===== src/rtl/txchain_pkg.sv =====
`timescale 1ns/1ps
package txchain_pkg;
  localparam int PTR_W  = 32;
  localparam int REG_AW = 3;

  localparam logic [REG_AW-1:0] RA_CTRL = 3'd0;
  localparam logic [REG_AW-1:0] RA_PTR  = 3'd1;
  localparam logic [REG_AW-1:0] RA_STAT = 3'd2;
  localparam logic [REG_AW-1:0] RA_MASK = 3'd3;
  localparam logic [REG_AW-1:0] RA_IRQ  = 3'd4;

  typedef enum logic [2:0] {
    ST_IDLE, ST_RD_BUF, ST_RD_SIZE, ST_RD_NEXT, ST_FETCH, ST_SEND, ST_WB
  } walk_state_e;

  typedef struct packed {
    logic             pktDone;
    logic             underrun;
    logic [PTR_W-1:0] nextPtr;
  } walk_strobe_t;
endpackage


===== src/rtl/txchain_regs.sv =====
`timescale 1ns/1ps
module txchain_regs
  import txchain_pkg::*;
#(
  parameter int CNT_W   = 8,
  parameter int STAT_W  = 4,
  parameter int CNT_LSB = 16
) (
  input  logic              clk,
  input  logic              rstN,
  input  logic              regWrEn,
  input  logic [REG_AW-1:0] regAddr,
  input  logic [31:0]       regWrData,
  output logic [31:0]       regRdData,
  input  logic [STAT_W-1:0] rxStatusIn,
  output logic              irqOut,
  input  logic              busy,
  input  walk_strobe_t      walkStb,
  output logic              startPulse,
  output logic [PTR_W-1:0]  curPtr
);
  localparam int IRQ_W = 2 * STAT_W;

  logic             enBit, sentFlag, undFlag;
  logic [CNT_W-1:0] cnt, cntNext;
  logic [IRQ_W-1:0] mask, irqVec;
  logic [STAT_W-1:0] txStat;
  logic wrCtrl, wrPtr, wrStat, wrMask, ackPkt, ackUnd;

  assign wrCtrl     = regWrEn && (regAddr == RA_CTRL) && !busy;
  assign wrPtr      = regWrEn && (regAddr == RA_PTR) && !busy;
  assign wrStat     = regWrEn && (regAddr == RA_STAT);
  assign wrMask     = regWrEn && (regAddr == RA_MASK);
  assign ackPkt     = wrStat && regWrData[0];
  assign ackUnd     = wrStat && regWrData[1];
  assign startPulse = wrCtrl && regWrData[0];

  assign cntNext = cnt + CNT_W'(walkStb.pktDone) - CNT_W'(ackPkt);

  always_ff @(posedge clk) begin
    if (!rstN) begin
      enBit    <= 1'b0;
      curPtr   <= '0;
      cnt      <= '0;
      sentFlag <= 1'b0;
      undFlag  <= 1'b0;
      mask     <= '0;
    end else begin
      if (walkStb.underrun)  enBit <= 1'b0;
      else if (wrCtrl)       enBit <= regWrData[0];

      if (walkStb.pktDone)   curPtr <= walkStb.nextPtr;
      else if (wrPtr)        curPtr <= {regWrData[PTR_W-1:2], 2'b00};

      cnt <= cntNext;
      if (walkStb.pktDone)                    sentFlag <= 1'b1;
      else if (ackPkt && (cntNext == '0))     sentFlag <= 1'b0;

      if (walkStb.underrun)  undFlag <= 1'b1;
      else if (ackUnd)       undFlag <= 1'b0;

      if (wrMask)            mask <= regWrData[IRQ_W-1:0];
    end
  end

  always_comb begin
    txStat    = '0;
    txStat[0] = sentFlag;
    txStat[1] = undFlag;
  end

  assign irqVec = mask & {rxStatusIn, txStat};
  assign irqOut = |irqVec;

  always_comb begin
    regRdData = '0;
    case (regAddr)
      RA_CTRL: regRdData[0] = enBit;
      RA_PTR:  regRdData = curPtr;
      RA_STAT: begin
        regRdData[CNT_LSB +: CNT_W] = cnt;
        regRdData[STAT_W-1:0]       = txStat;
      end
      RA_MASK: regRdData[IRQ_W-1:0] = mask;
      RA_IRQ:  regRdData[IRQ_W-1:0] = irqVec;
      default: regRdData = '0;
    endcase
  end

  a_r5_done_sets_flag: assert property (@(posedge clk) disable iff (!rstN)
    walkStb.pktDone |=> sentFlag);
  a_r6_underrun_drops_en: assert property (@(posedge clk) disable iff (!rstN)
    walkStb.underrun |=> (!enBit && undFlag));
  a_r7_ack_decrements: assert property (@(posedge clk) disable iff (!rstN)
    (ackPkt && !walkStb.pktDone) |=> (cnt == ($past(cnt) - CNT_W'(1))));
  a_r8_both_keep_count: assert property (@(posedge clk) disable iff (!rstN)
    (ackPkt && walkStb.pktDone) |=> ((cnt == $past(cnt)) && sentFlag));
  a_r2_ptr_held_busy: assert property (@(posedge clk) disable iff (!rstN)
    (busy && !walkStb.pktDone) |=> $stable(curPtr));
endmodule


===== src/rtl/txchain_ctrl.sv =====
`timescale 1ns/1ps
module txchain_ctrl
  import txchain_pkg::*;
#(
  parameter int LEN_W     = 11,
  parameter int EMPTY_BIT = 31,
  parameter int BYTE_W    = 8
) (
  input  logic              clk,
  input  logic              rstN,
  input  logic              startPulse,
  input  logic [PTR_W-1:0]  curPtr,
  output logic              busy,
  output walk_strobe_t      walkStb,
  output logic              memReqValid,
  output logic              memReqWrite,
  output logic [PTR_W-1:0]  memReqAddr,
  output logic [PTR_W-1:0]  memReqWData,
  input  logic              memRespValid,
  input  logic [PTR_W-1:0]  memRespRData,
  output logic [BYTE_W-1:0] txData,
  output logic              txValid,
  output logic              txLast,
  input  logic              txReady
);
  localparam int LANE_W = $clog2(PTR_W / BYTE_W);
  localparam logic [PTR_W-1:0] WORD_B = PTR_W'(PTR_W / BYTE_W);

  walk_state_e state;
  logic [PTR_W-1:0] bufAddr, sizeWord, nextPtr, dataWord;
  logic [LEN_W-1:0] remain;
  logic [LANE_W-1:0] laneSel;
  logic finalByte;

  assign laneSel   = bufAddr[LANE_W-1:0];
  assign finalByte = (remain == LEN_W'(1));
  assign busy      = (state != ST_IDLE);

  always_comb begin
    memReqValid = 1'b0;
    memReqWrite = 1'b0;
    memReqAddr  = '0;
    memReqWData = '0;
    case (state)
      ST_RD_BUF:  begin memReqValid = 1'b1; memReqAddr = curPtr; end
      ST_RD_SIZE: begin memReqValid = 1'b1; memReqAddr = curPtr + WORD_B; end
      ST_RD_NEXT: begin memReqValid = 1'b1; memReqAddr = curPtr + 2 * WORD_B; end
      ST_FETCH:   begin
        memReqValid = 1'b1;
        memReqAddr  = {bufAddr[PTR_W-1:LANE_W], {LANE_W{1'b0}}};
      end
      ST_WB: begin
        memReqValid = 1'b1;
        memReqWrite = 1'b1;
        memReqAddr  = curPtr + WORD_B;
        memReqWData = sizeWord;
        memReqWData[EMPTY_BIT] = 1'b1;
      end
      default: ;
    endcase
  end

  assign txValid = (state == ST_SEND);
  assign txLast  = txValid && finalByte;
  assign txData  = dataWord[laneSel * BYTE_W +: BYTE_W];

  always_comb begin
    walkStb.pktDone  = (state == ST_WB) && memRespValid;
    walkStb.underrun = (state == ST_RD_SIZE) && memRespValid && memRespRData[EMPTY_BIT];
    walkStb.nextPtr  = {nextPtr[PTR_W-1:LANE_W], {LANE_W{1'b0}}};
  end

  always_ff @(posedge clk) begin
    if (!rstN) begin
      state    <= ST_IDLE;
      bufAddr  <= '0;
      sizeWord <= '0;
      nextPtr  <= '0;
      dataWord <= '0;
      remain   <= '0;
    end else begin
      case (state)
        ST_IDLE: if (startPulse) state <= ST_RD_BUF;
        ST_RD_BUF: if (memRespValid) begin
          bufAddr <= memRespRData;
          state   <= ST_RD_SIZE;
        end
        ST_RD_SIZE: if (memRespValid) begin
          sizeWord <= memRespRData;
          remain   <= memRespRData[LEN_W-1:0];
          state    <= memRespRData[EMPTY_BIT] ? ST_IDLE : ST_RD_NEXT;
        end
        ST_RD_NEXT: if (memRespValid) begin
          nextPtr <= memRespRData;
          state   <= (remain == '0) ? ST_WB : ST_FETCH;
        end
        ST_FETCH: if (memRespValid) begin
          dataWord <= memRespRData;
          state    <= ST_SEND;
        end
        ST_SEND: if (txReady) begin
          remain  <= remain - LEN_W'(1);
          bufAddr <= bufAddr + PTR_W'(1);
          if (finalByte)    state <= ST_WB;
          else if (&laneSel) state <= ST_FETCH;
        end
        ST_WB: if (memRespValid) state <= ST_RD_BUF;
        default: state <= ST_IDLE;
      endcase
    end
  end

  a_r10_req_hold: assert property (@(posedge clk) disable iff (!rstN)
    (memReqValid && !memRespValid) |=>
      (memReqValid && $stable(memReqAddr) && $stable(memReqWrite) && $stable(memReqWData)));
  a_r4_stream_hold: assert property (@(posedge clk) disable iff (!rstN)
    (txValid && !txReady) |=> (txValid && $stable(txData) && $stable(txLast)));
  a_r6_stop_on_empty: assert property (@(posedge clk) disable iff (!rstN)
    walkStb.underrun |=> (!txValid && !memReqValid));
  a_r5_wb_sets_empty: assert property (@(posedge clk) disable iff (!rstN)
    (memReqValid && memReqWrite) |-> memReqWData[EMPTY_BIT]);
endmodule


===== src/rtl/txchain_dma.sv =====
`timescale 1ns/1ps
module txchain_dma
  import txchain_pkg::*;
#(
  parameter int LEN_W  = 11,
  parameter int CNT_W  = 8,
  parameter int STAT_W = 4
) (
  input  logic              clk,
  input  logic              rstN,
  input  logic              regWrEn,
  input  logic [REG_AW-1:0] regAddr,
  input  logic [31:0]       regWrData,
  output logic [31:0]       regRdData,
  input  logic [STAT_W-1:0] rxStatusIn,
  output logic              irqOut,
  output logic              memReqValid,
  output logic              memReqWrite,
  output logic [PTR_W-1:0]  memReqAddr,
  output logic [PTR_W-1:0]  memReqWData,
  input  logic              memRespValid,
  input  logic [PTR_W-1:0]  memRespRData,
  output logic [7:0]        txData,
  output logic              txValid,
  output logic              txLast,
  input  logic              txReady
);
  walk_strobe_t     walkStb;
  logic             busy, startPulse;
  logic [PTR_W-1:0] curPtr;

  txchain_regs #(.CNT_W(CNT_W), .STAT_W(STAT_W), .CNT_LSB(16)) u_regs (
    .clk(clk), .rstN(rstN), .regWrEn(regWrEn), .regAddr(regAddr),
    .regWrData(regWrData), .regRdData(regRdData), .rxStatusIn(rxStatusIn),
    .irqOut(irqOut), .busy(busy), .walkStb(walkStb),
    .startPulse(startPulse), .curPtr(curPtr)
  );

  txchain_ctrl #(.LEN_W(LEN_W), .EMPTY_BIT(31), .BYTE_W(8)) u_ctrl (
    .clk(clk), .rstN(rstN), .startPulse(startPulse), .curPtr(curPtr),
    .busy(busy), .walkStb(walkStb),
    .memReqValid(memReqValid), .memReqWrite(memReqWrite),
    .memReqAddr(memReqAddr), .memReqWData(memReqWData),
    .memRespValid(memRespValid), .memRespRData(memRespRData),
    .txData(txData), .txValid(txValid), .txLast(txLast), .txReady(txReady)
  );
endmodule


===== config.mk =====
export PLATFORM = sky130hd
export DESIGN_NAME = txchain_dma
export DESIGN_NICKNAME = d
export VERILOG_FILES = /design/src/rtl/txchain_pkg.sv /design/src/rtl/txchain_regs.sv /design/src/rtl/txchain_ctrl.sv /design/src/rtl/txchain_dma.sv
export SDC_FILE = /design/constraint.sdc
export NUM_CORES = 1
export LEC_CHECK = 0
export BUFFER_PORTS_ARGS = -buffer_cell sky130_fd_sc_hd__buf_2
export CAP_MARGIN = 20
export CORE_MARGIN = 5
export CORE_UTILIZATION = 40
export DETAILED_ROUTE_END_ITERATION = 12
export HOLD_SLACK_MARGIN = 0.06
export SETUP_SLACK_MARGIN = 0.5
export SYNTH_ARGS = -nofsm -noshare
export SYNTH_HDL_FRONTEND = slang
export SYNTH_HIERARCHICAL = 1
export SYNTH_SLANG_ARGS = --single-unit

===== constraint.sdc =====
create_clock -name clk -period 9.1 [get_ports clk]
set_input_delay 0.455 -clock clk [delete_from_list [all_inputs] [get_ports clk]]
set_output_delay 0.455 -clock clk [all_outputs]
set_load 0.03 [all_outputs]

Word level (Yosys, flattened, before mapping)
Cells that the tools add are included.
Storage, ports and cells
  output and inout port bits: 109
  input port bits: 76
  memories: 0
  ROM bits: 0
  register bits: 190
  RAM bits: 0
  bits in latches: 0
Operators by class
  shift-type cells: 1
  add/subtract/negate cells: 6
  bitwise operators: 2
  order comparisons: 0
  muxes and demuxes: 34
  multiply operators: 0
  div/mod/pow operators: 0
  reductions and logical operators: 36
  eq/ne operators: 19
Operators by type and width (count)
  32-bit two-way mux: 5
  32-bit one-hot mux with 4 select lines: 1
  32-bit one-hot mux with 2 select lines: 1
  32-bit by 1-bit adder with 32-bit output (second input constant): 1
  32-bit by 3-bit adder with 32-bit output (second input constant): 1
  32-bit by 4-bit adder with 32-bit output (second input constant): 1
  32-bit by 6-bit indexed part select with 8-bit output: 1
  3-bit two-way mux: 9
  11-bit two-way mux: 2
  11-bit one-hot mux with 2 select lines: 1
  3-bit one-hot mux with 7 select lines: 1
  8-bit two-way mux: 2
  8-bit one-hot mux with 2 select lines: 1
  1-bit logical AND: 14
  2-bit != test (second input constant): 7
  3-bit by 2-bit equality test with 1-bit output (second input constant): 4
  3-bit equality test (second input constant): 4
  3-bit one-hot mux with 4 select lines: 1
  4-bit one-hot mux with 3 select lines: 1
  11-bit by 1-bit equality test with 1-bit output (second input constant): 1
  11-bit logical NOT: 1
  11-bit by 1-bit subtractor with 11-bit output (second input constant): 1
  2-bit nonzero test: 5
  8-bit by 1-bit adder with 8-bit output: 1
  other kinds (18): 31

Longest topological paths before layout
Gate-level depths: netlist of run 1.
  word-level depth: 8
  gate-level depth with buffers: 13
  depth with buffers taken out: 13

By module
Netlist of run 1, hierarchy kept.
By module, submodules not included
  txchain_ctrl: cells each 1084, sequential area each 2782.7 µm², area an instance 8031.5 µm², instances 1
  txchain_regs: cells each 323, sequential area each 1021.0 µm², area an instance 2811.4 µm², instances 1

Worst setup path before layout of run 1
OpenSTA, ideal clock, no wires.
  path kind: register -> output
  from: register u_regs.curPtr[3]
  to: output port memReqAddr[29]
  setup slack: 5918 ps
  path buffers: 1
  arrival time: 2727 ps
  cell stages (with the launch flop): 7
  path through: dfxtp_1 > ha_1 > and4_1 > nor3b_1 > clkbuf_1 > nand4_1 > o311ai_0
Between the ends
  longest elaborated chain between the ends: 2
RTL lines
  start, declared: RTL line txchain_regs.sv:20  | output logic [PTR_W-1:0] curPtr
  start signal, assigned: RTL line txchain_regs.sv:52  | if (walkStb.pktDone) curPtr <= walkStb.nextPtr;
  start signal, assigned: RTL line txchain_regs.sv:53  | else if (wrPtr) curPtr <= {regWrData[PTR_W-1:2], 2'b00};
  32-bit by 3-bit adder with 32-bit output or 32-bit by 4-bit adder with 32-bit output (tied branches): RTL line txchain_ctrl.sv:46, txchain_ctrl.sv:55, txchain_ctrl.sv:47
  32-bit one-hot mux with 4 select lines *: RTL line txchain_ctrl.sv:44  | case (state)
  end, declared: RTL line txchain_dma.sv:19  | output logic [PTR_W-1:0] memReqAddr,
Every way passes the cells marked *; elsewhere a longest branch is shown, timed or not.

Worst setup path after layout of run 1
  from: register u_ctrl.state[0]
  to: output port memReqAddr[17]
Between the ends
  longest elaborated chain between the ends: 3
RTL lines
  start, declared: RTL line txchain_ctrl.sv:29  | walk_state_e state;
  start signal, assigned: RTL line txchain_ctrl.sv:91  | state <= memRespRData[EMPTY_BIT] ? ST_IDLE : ST_RD_NEXT;
  start signal, assigned: RTL line txchain_ctrl.sv:95  | state <= (remain == '0) ? ST_WB : ST_FETCH;
  3-bit by 2-bit equality test with 1-bit output or 3-bit equality test (tied branches): RTL line txchain_ctrl.sv:44
  2-bit OR reduction (no line)
  32-bit one-hot mux with 4 select lines *: RTL line txchain_ctrl.sv:44
Marked as above.

==> summary.md, run 1 <==
| Metric | Value |
|---|---|
| Setup Fix Bufs, Post-CTS | 0 |
| # setup viols final | 0 |
| Top post-synthesis cells by area | dfxtp_1 (35%), nand2_1 (9.3%), a21oi_1 (7.0%) |
| Synth top area share | 0.351 |
| First drt pass iteration count | 6 |
| Largest family of logic cells by synthesized area | simple AND/OR/NAND/NOR gates |
| Most frequent cells in the layout | nand2_1 (269), dfxtp_1 (190), buf_2 (184) |
| Layout Utilization | 0.466 |
| Mapped cell area | 10800 um^2 |
| PwrDens | 154 nW/um^2 |
| Worst hold start | regWrData[1] |
| Site row count | 60 |
| Commonest non-fill, non-tap cell in the layout | nand2_1 |
| Worst-Skew Late Latency | 450 ps |
| Internal power | 1.34 mW |
| Critical Path Source Type | flop |
| Fmax | 267 MHz |
| Slew Viols, Final | 0 |
| Slew at the pin with the worst max-slew slack | 1120 ps |
| Avg Vias per Cell | 6.04 |
| CP max stage cell | dfxtp_1 |
| Post-DP Area | 11800 um^2 |
| Pleak | 5.12 nW |
| NumNets Final | 1604 |
| Yosys warnings | 6 |
| PnR worst setup slack | 5360 ps |
| RR Endpoint | u_regs/sentFlag$_SDFFE_PN0P_ |
| Area leader, netlist | dfxtp_1 |
| Hold path depth | 3 |
| Total CTS buffers | 17 |
| Status | completed |
| Die Area | 30500 um^2 |
| Post-Layout Cell Count | 1867 |
| First-pass GRT wire length | 62600 um |
| 1st-iter DRT viols | 1348 |
| Cells after Synth | 1407 |
| Core Box Area | 26800 um^2 |
| Dpl cells | 1833 |
| Initial antenna violation count | 0 |
| Critical-path maximum fanout | 25 |
| Net Sw Frac | 0.300 |
| Chip width | 175 um |
| Largest stage delay on the critical path | 900 ps |
| Synth Register Bits | 190 |
| Post-synth ARST share | 0 |
| Simple-Gate Fraction of Synth Area | 0.269 |
| Worst path arrival time | 3290 ps |
| Pre-CTS setup slack | 5260 ps |
| Sequential share of power | 0.457 |
| Worst VDD drop | 0.101 mV |
| Mux share of post-synthesis cell area | 0.0546 |
| Nature of the critical path endpoint | output port |
| Final setup skew | 21.4 ps |
| Worst path required time | 8650 ps |
| Clk slew on worst S/H paths | 90 ps |
| Worst Setup Path Type | flop to output port |
| Hold WS | 267 ps |
| Syn_area_per_cell | 7.71 um^2 |
| Clock sink count | 190 |
| Hold Crit Endpoint | u_regs/mask[1]$_SDFFE_PN0P_ |
| P_sw | 577 uW |
| Port Buffers | 184 |
| Finished Cell Area | 12500 um^2 |
| Min Tclk post-route | 3740 ps |
| Post-Synth XOR/XNOR Area | 0.0210 |
| Combinational share of power | 0.124 |
| GRT Total Usage | 0.261 |
| CP cell instances | and3b_1, a21oi_1, or4b_2, nand3_1, buf_2 |
| Final Hold Viols | 0 |
| CTS HTree Levels | 4 |
| Vias in the first global route | 10400 |
| Post-CTS Hold Fix Bufs | 0 |
| Routed length per placed instance | 22.2 um |
| Reg2Reg Setup Slack | 5480 ps |
| Reg2reg start | u_ctrl/state[0]$_SDFFE_PN0P_ |
| Main synth FF type | dfxtp_1 |
| CTS root buffer | clkbuf_16 |
| Area Overhead vs Synth | 15.1% |
| RSZ-0062 raised after global routing | no |
| Final period util | 0.411 |
| Number of routed nets with antenna violations | 0 |
| Maximum number of pins on one net before global-route repair | 92 |
| DR vias | 11300 |
| Clock power frac | 0.419 |
| Starting Density | 0.405 |
| Final WL | 41500 um |
| Max-cap violations | 0 |
| Post-CTS sizing | 0 |
| HP Class | input pin to flop |
| R2R depth | 10 |
| Unique cell type count in the Yosys netlist | 86 |
| IO Count | 185 |
| Antenna Cells | 0 |
| HPWL after DPL | 28900 um |
| Total power | 1.92 mW |
| Congestion Overflow GR | 0 |
| Layout cell share with drive strength beyond 1 | 0.178 |
| Die Ht | 175 um |
| Synth Area in Compound Gates | 0.227 |
| Synth Area in Adders | 0.0180 |
| Worst slew margin | 0.254 |
| TritonCTS clock tree | yes |
| Number of remaining DRC errors | 0 |
| Post-synth EDFFs | 0 |
| Seq/Total Area, Yosys | 0.351 |
| GP Congestion | 0.914 |
| Setup TNS Final | 0 ps |
| CTS max path bufs | 2 |
## state kept, by name (all words and copies together) (netlist names), 8 cells and up
signal	cells
u_ctrl/sizeWord	31
u_ctrl/remain	11
u_ctrl/dataWord	32
u_regs/mask	8
u_regs/curPtr	32
u_ctrl/nextPtr	30
u_ctrl/bufAddr	32
u_regs/cnt	8
## kinds of logic (layout without fill, tap and decap cells)
group / Yosys count / in the layout
AND/OR/NAND/NOR: 604 / 604
flip-flops: 190 / 190
other: 1 / 2
buffers and inverters: 140 / 258
multiplexers: 49 / 49
XOR/XNOR: 26 / 26
adder cells (fa/ha/maj): 15 / 15
AO/OA/AOI/OAI: 382 / 382
## area by class of cell
class,instances,area [um^2]
fill,2668,14300
multi-input combinational,1078,6420
sequential,190,3800
timing repair buffer,202,1100
tap,341,427
clock buffer,17,425
clock inverter,15,215
inverter,24,91.3
## worst max-delay path, delay by kind of cell (launching register included)
kind / cells / cell delay (ps)
compound gates: 1 / 340
buf+inv: 1 / 200
flops: 1 / 900
simple gates: 3 / 1420
## per-layer routing
layer | vias to the layer above | part of all wire | global-route usage
li1 | 5300 | - | -
met1 | 5384 | 0.46 | 0.377
met2 | 536 | 0.43 | 0.398
met3 | 60 | 0.081 | 0.0452
met4 | 0 | 0.027 | 0.0779
met5 | - | 0 | 0
## power by group through the flow
| stage | logic (mW) | registers (mW) | clock network [mW] |
|---|---|---|---|
| after floorplan | 0.164 | 0.882 | 0 |
| after global placement | 0.232 | 0.896 | 0 |
| after detailed placement | 0.232 | 0.896 | 0 |
| after CTS | 0.233 | 0.877 | 0.813 |
| after global routing | 0.256 | 0.880 | 0.848 |
| final | 0.237 | 0.878 | 0.805 |
## how the worst max path moves through the flow
stage,from,to,slack [ps],cells past startpoint
floorplan,u_regs/curPtr[3]$_SDFFE_PN0P_,memReqAddr[29],5920,6
global placement,regAddr[1],u_regs/sentFlag$_SDFFE_PN0P_,5360,13
detailed placement,regAddr[1],u_regs/sentFlag$_SDFFE_PN0P_,5260,13
CTS,u_ctrl/state[0]$_SDFFE_PN0P_,memReqAddr[21],5400,4
global route,u_ctrl/state[0]$_SDFFE_PN0P_,memReqAddr[19],5170,7
finish,u_ctrl/state[0]$_SDFFE_PN0P_,memReqAddr[17],5360,5
## cell usage after synthesis (all sizes together) (7+ instances only)
cell    count
nor2       95
a21o        8
clkbuf     93
a31oi      11
buf        22
o21ai      49
nor4       20
and4        7
a221o       8
nand4      23
a21oi     152
a22o       16
and2       17
or4         9
o211ai      7
o22ai      12
ha         14
dfxtp     190
a211oi     35
and3       65
a22oi      26
mux2i      40
nand2     269
mux4        8
inv        23
nand3      47
nand2b      7
nor3       13
xnor2      20
Note: power is estimated with default switching activity, not from simulation.
==> run 2, diff against run 1 <==
- ABC_AREA: default -> 1
- clock period: 9.1 -> 3.32 ns (I/O delays scaled with it)
==> run 2 against run 1 <==
- die area increased by 6.1%
- setup slack got worse by 4700 ps
- largest power group unchanged
- global-route usage rose by 1.3 points
- routed wire length increased by 11%
- clock skew down 9.1 ps
- clock power grew to 2.7 times the previous value
- non-clock buffer count rose by 55
- utilization is 1.8 points higher
==> summary.md, run 2 <==
| Metric | Value |
|---|---|
| Status | completed (unchanged) |
| Internal power | 4.48 mW (was 1.34 mW) |
| Setup TNS Final | 0 ps (unchanged) |
| RR Endpoint | u_regs/sentFlag$_SDFFE_PN0P_ (unchanged) |
| Nature of the critical path endpoint | output port (unchanged) |
| M3 GR Usage | 0.0451 (was 0.0452) |
| Final period util | 0.806 |
| NumNets Final | 2149 (was 1604) |
| DR vias | 13200 (was 11300) |
| Grt met1 use | 0.378 (was 0.377) |
| Total CTS buffers | 17 (unchanged) |
| Starting Density | 0.403 (was 0.405) |
| Hold Crit Endpoint | u_ctrl/nextPtr[14]$_SDFFE_PN0P_ (was u_regs/mask[1]$_SDFFE_PN0P_) |
| Die Area | 32300 um^2 (was 30500 um^2) |
| Total power | 7.70 mW (was 1.92 mW) |
| Number of routed nets with antenna violations | 0 (unchanged) |
| Worst VDD drop | 0.316 mV (was 0.101 mV) |
| Reg2Reg Setup Slack | 830 ps (was 5480 ps) |
| Top post-synthesis cells by area | dfxtp_1 (33%), nand2_1 (16%), nand3_1 (8.2%) (was dfxtp_1 (35%), nand2_1 (9.3%), a21oi_1 (7.0%)) |
| HPWL after DPL | 34000 um (was 28900 um) |
| CTS root buffer | clkbuf_16 (unchanged) |
| Main synth FF type | dfxtp_1 (unchanged) |
| Slew Viols, Final | 0 (unchanged) |
| Worst path arrival time | 2510 ps (was 3290 ps) |
| TritonCTS clock tree | yes (unchanged) |
| Most frequent cells in the layout | nand2_1 (499), inv_1 (196), nor2_1 (191) (was nand2_1 (269), dfxtp_1 (190), buf_2 (184)) |
| # setup viols final | 0 (unchanged) |
| Hold WS | 77.9 ps (was 267 ps) |
| Met2 Track Usage GR | 0.431 (was 0.398) |
| 1st-iter DRT viols | 1292 (was 1348) |
| Maximum number of pins on one net before global-route repair | 66 (was 92) |
| Worst-Skew Late Latency | 440 ps (was 450 ps) |
| Min Tclk post-route | 2680 ps |
| Reg2reg start | u_ctrl/state[2]$_SDFFE_PN0P_ (was u_ctrl/state[0]$_SDFFE_PN0P_) |
| Syn_area_per_cell | 6.16 um^2 (was 7.71 um^2) |
| Max-cap violations | 0 (unchanged) |
| Sequential share of power | 0.365 (was 0.457) |
| Vias in the first global route | 12300 (was 10400) |
| IO Count | 185 (unchanged) |
| Post-synth EDFFs | 0 (unchanged) |
| CTS max path bufs | 2 (unchanged) |
| GRT Total Usage | 0.273 (was 0.261) |
| Hold path depth | 3 (unchanged) |
| R2R depth | 17 (was 10) |
| Net Sw Frac | 0.418 (was 0.300) |
| RSZ-0062 raised after global routing | no (unchanged) |
| Pleak | 5.52 nW (was 5.12 nW) |
| Layout Utilization | 0.483 (was 0.466) |
| Finished Cell Area | 13800 um^2 (was 12500 um^2) |
| Worst Setup Path Type | flop to output port (unchanged) |
| CTS HTree Levels | 4 (unchanged) |
| Count leader, synth | nand2_1 (unchanged) |
| Mapped cell area | 11500 um^2 (was 10800 um^2) |
| First drt pass iteration count | 5 (was 6) |
| Clk slew on worst S/H paths | 80 ps (was 90 ps) |
| Final WL | 46000 um (was 41500 um) |
| P_sw | 3.22 mW (was 577 uW) |
| Congestion Overflow GR | 0 (unchanged) |
| Post-synth ARST share | 0 (unchanged) |
| Worst slew margin | 0.359 (was 0.254) |
| Port Buffers | 184 (unchanged) |
| Post-synth top cells | nand2_1 (500), inv_1 (196), nor2_1 (196) (was nand2_1 (269), dfxtp_1 (190), a21oi_1 (152)) |
| Cells after Synth | 1874 (was 1407) |
| HP Class | input pin to flop (unchanged) |
| Core Box Area | 28600 um^2 (was 26800 um^2) |
| Post-DP Area | 12700 um^2 (was 11800 um^2) |
| Die Ht | 180 um (was 175 um) |
| Final Hold Viols | 0 (unchanged) |
| Final setup skew | 12.4 ps (was 21.4 ps) |
| GP Congestion | 0.953 (was 0.914) |
| Clock sink count | 190 (unchanged) |
| Area leader, netlist | dfxtp_1 (unchanged) |
| Fillers | 3082 (was 2668) |
| Avg Vias per Cell | 5.39 (was 6.04) |
| Number of remaining DRC errors | 0 (unchanged) |
| PwrDens | 557 nW/um^2 (was 154 nW/um^2) |
| Critical-path maximum fanout | 7 (was 25) |
| Clock power frac | 0.282 (was 0.419) |
| Slew at the pin with the worst max-slew slack | 960 ps (was 1120 ps) |
| Worst hold start | memRespRData[14] (was regWrData[1]) |
| Routed length per placed instance | 18.7 um (was 22.2 um) |
| Chip width | 180 um (was 175 um) |
| Seq/Total Area, Yosys | 0.330 (was 0.351) |
| Regs by FF count | u_ctrl/bufAddr: 32 flops, u_ctrl/dataWord: 32 flops, u_regs/curPtr: 32 flops (unchanged) |
| Critical Path Source Type | flop (unchanged) |
| Layout cell share with drive strength beyond 1 | 0.140 (was 0.178) |
| Area Overhead vs Synth | 19.9% (was 15.1%) |
| Commonest non-fill, non-tap cell in the layout | nand2_1 (unchanged) |
| Synth Register Bits | 190 (unchanged) |
| Most used routing layer in global routing | met2 (unchanged) |
| Yosys warnings | 6 (unchanged) |
| Synth top area share | 0.330 (was 0.351) |
| Site row count | 62 (was 60) |
| Combinational share of power | 0.353 (was 0.124) |
| Initial antenna violation count | 1 (was 0) |
| Worst path required time | 3150 ps (was 8650 ps) |
| Unique cell type count in the Yosys netlist | 48 (was 86) |
| Fmax | 374 MHz |
| First-pass GRT wire length | 70900 um (was 62600 um) |
==> run 2: cell types whose count changed in the layout (fill, tap and decap cells not counted), sizes merged, moves of 65 or more <==
cell   previous run  this run
o21ai            49       151
and3             65         0
nand3            47       191
nor2             95       202
nand2           269       501
inv              29       215
==> run 2: area by class of cell <==
| type | count | area, um^2 | share of cell area |
|---|---|---|---|
| Antenna cell | 1 | 2.50 | 0.000181 |
| Clock buffer | 18 | 439 | 0.0317 |
| Clock inverter | 14 | 185 | 0.0134 |
| Inverter | 211 | 797 | 0.0576 |
| Multi-Input combinational cell | 1381 | 6540 | 0.473 |
| Sequential cell | 190 | 3810 | 0.276 |
| Tap cell | 384 | 480 | 0.0347 |
| Timing Repair Buffer | 257 | 1570 | 0.114 |
==> run 2: worst max path at each step <==
stage | start | end | slack [ps] | cells past startpoint
after global routing | u_regs/curPtr[13]$_SDFFE_PN0P_ | memReqAddr[31] | 500 | 10
final | u_regs/curPtr[9]$_SDFFE_PN0P_ | memReqAddr[12] | 640 | 8
after detailed placement | regAddr[1] | u_regs/sentFlag$_SDFFE_PN0P_ | 820 | 19
after global placement | regAddr[1] | u_regs/sentFlag$_SDFFE_PN0P_ | 830 | 20
after floorplan | u_ctrl/state[1]$_SDFFE_PN0P_ | u_regs/sentFlag$_SDFFE_PN0P_ | 680 | 17
after CTS | u_regs/curPtr[3]$_SDFFE_PN0P_ | memReqAddr[18] | 550 | 10
==> run 2: metal layers <==
metal	vias to the layer above	share of wire
met5	-	0
met4	0	0.036
met3	74	0.073
met2	615	0.45
met1	6029	0.44
li1	6524	-
==> run 2: power groups by stage <==
stage	Combinational, mW	Clock (mW)	Sequential [mW]
2_1_floorplan	1.89	0	2.75
3_3_place_gp	2.63	0	2.85
3_5_place_dp	2.63	0	2.85
4_1_cts	2.68	2.21	2.80
5_1_grt	3.00	2.31	2.84
6_report	2.72	2.17	2.81
==> run 2: critical path: stages, from the launching register on <==
cell and delay [ps]:
dfxtp_1 560, nand2_1 190, nor2_1 310, nand3_1 160, nor2_1 310, nand2_1 90
nand3_1 80, nand4_1 150, buf_2 220
==> run 2: stage by stage <==
step	setup WS, ps	instances
6_report	645	2456
5_1_grt	505	2456
4_1_cts	549	2451
3_5_place_dp	818	2377
3_3_place_gp	833	2377
2_1_floorplan	679	1875
==> run 2: kinds of logic after synthesis <==
| group | share of synthesized area |
|---|---|
| xor+xnor | 0.00835 |
| other cells | 0.000325 |
| compound gates | 0.196 |
| simple gates | 0.343 |
| fa+ha+maj | 0.0169 |
| buf+inv | 0.106 |
| flops | 0.330 |
==> run 2: timing repair <==
item                                    4_1_cts  5_1_grt
hold buffers                                 42        0
buffers inserted                              0        4
hold endpoints to repair                     54        0
resized for setup                             0       10
endpoints found under the setup margin        0       13
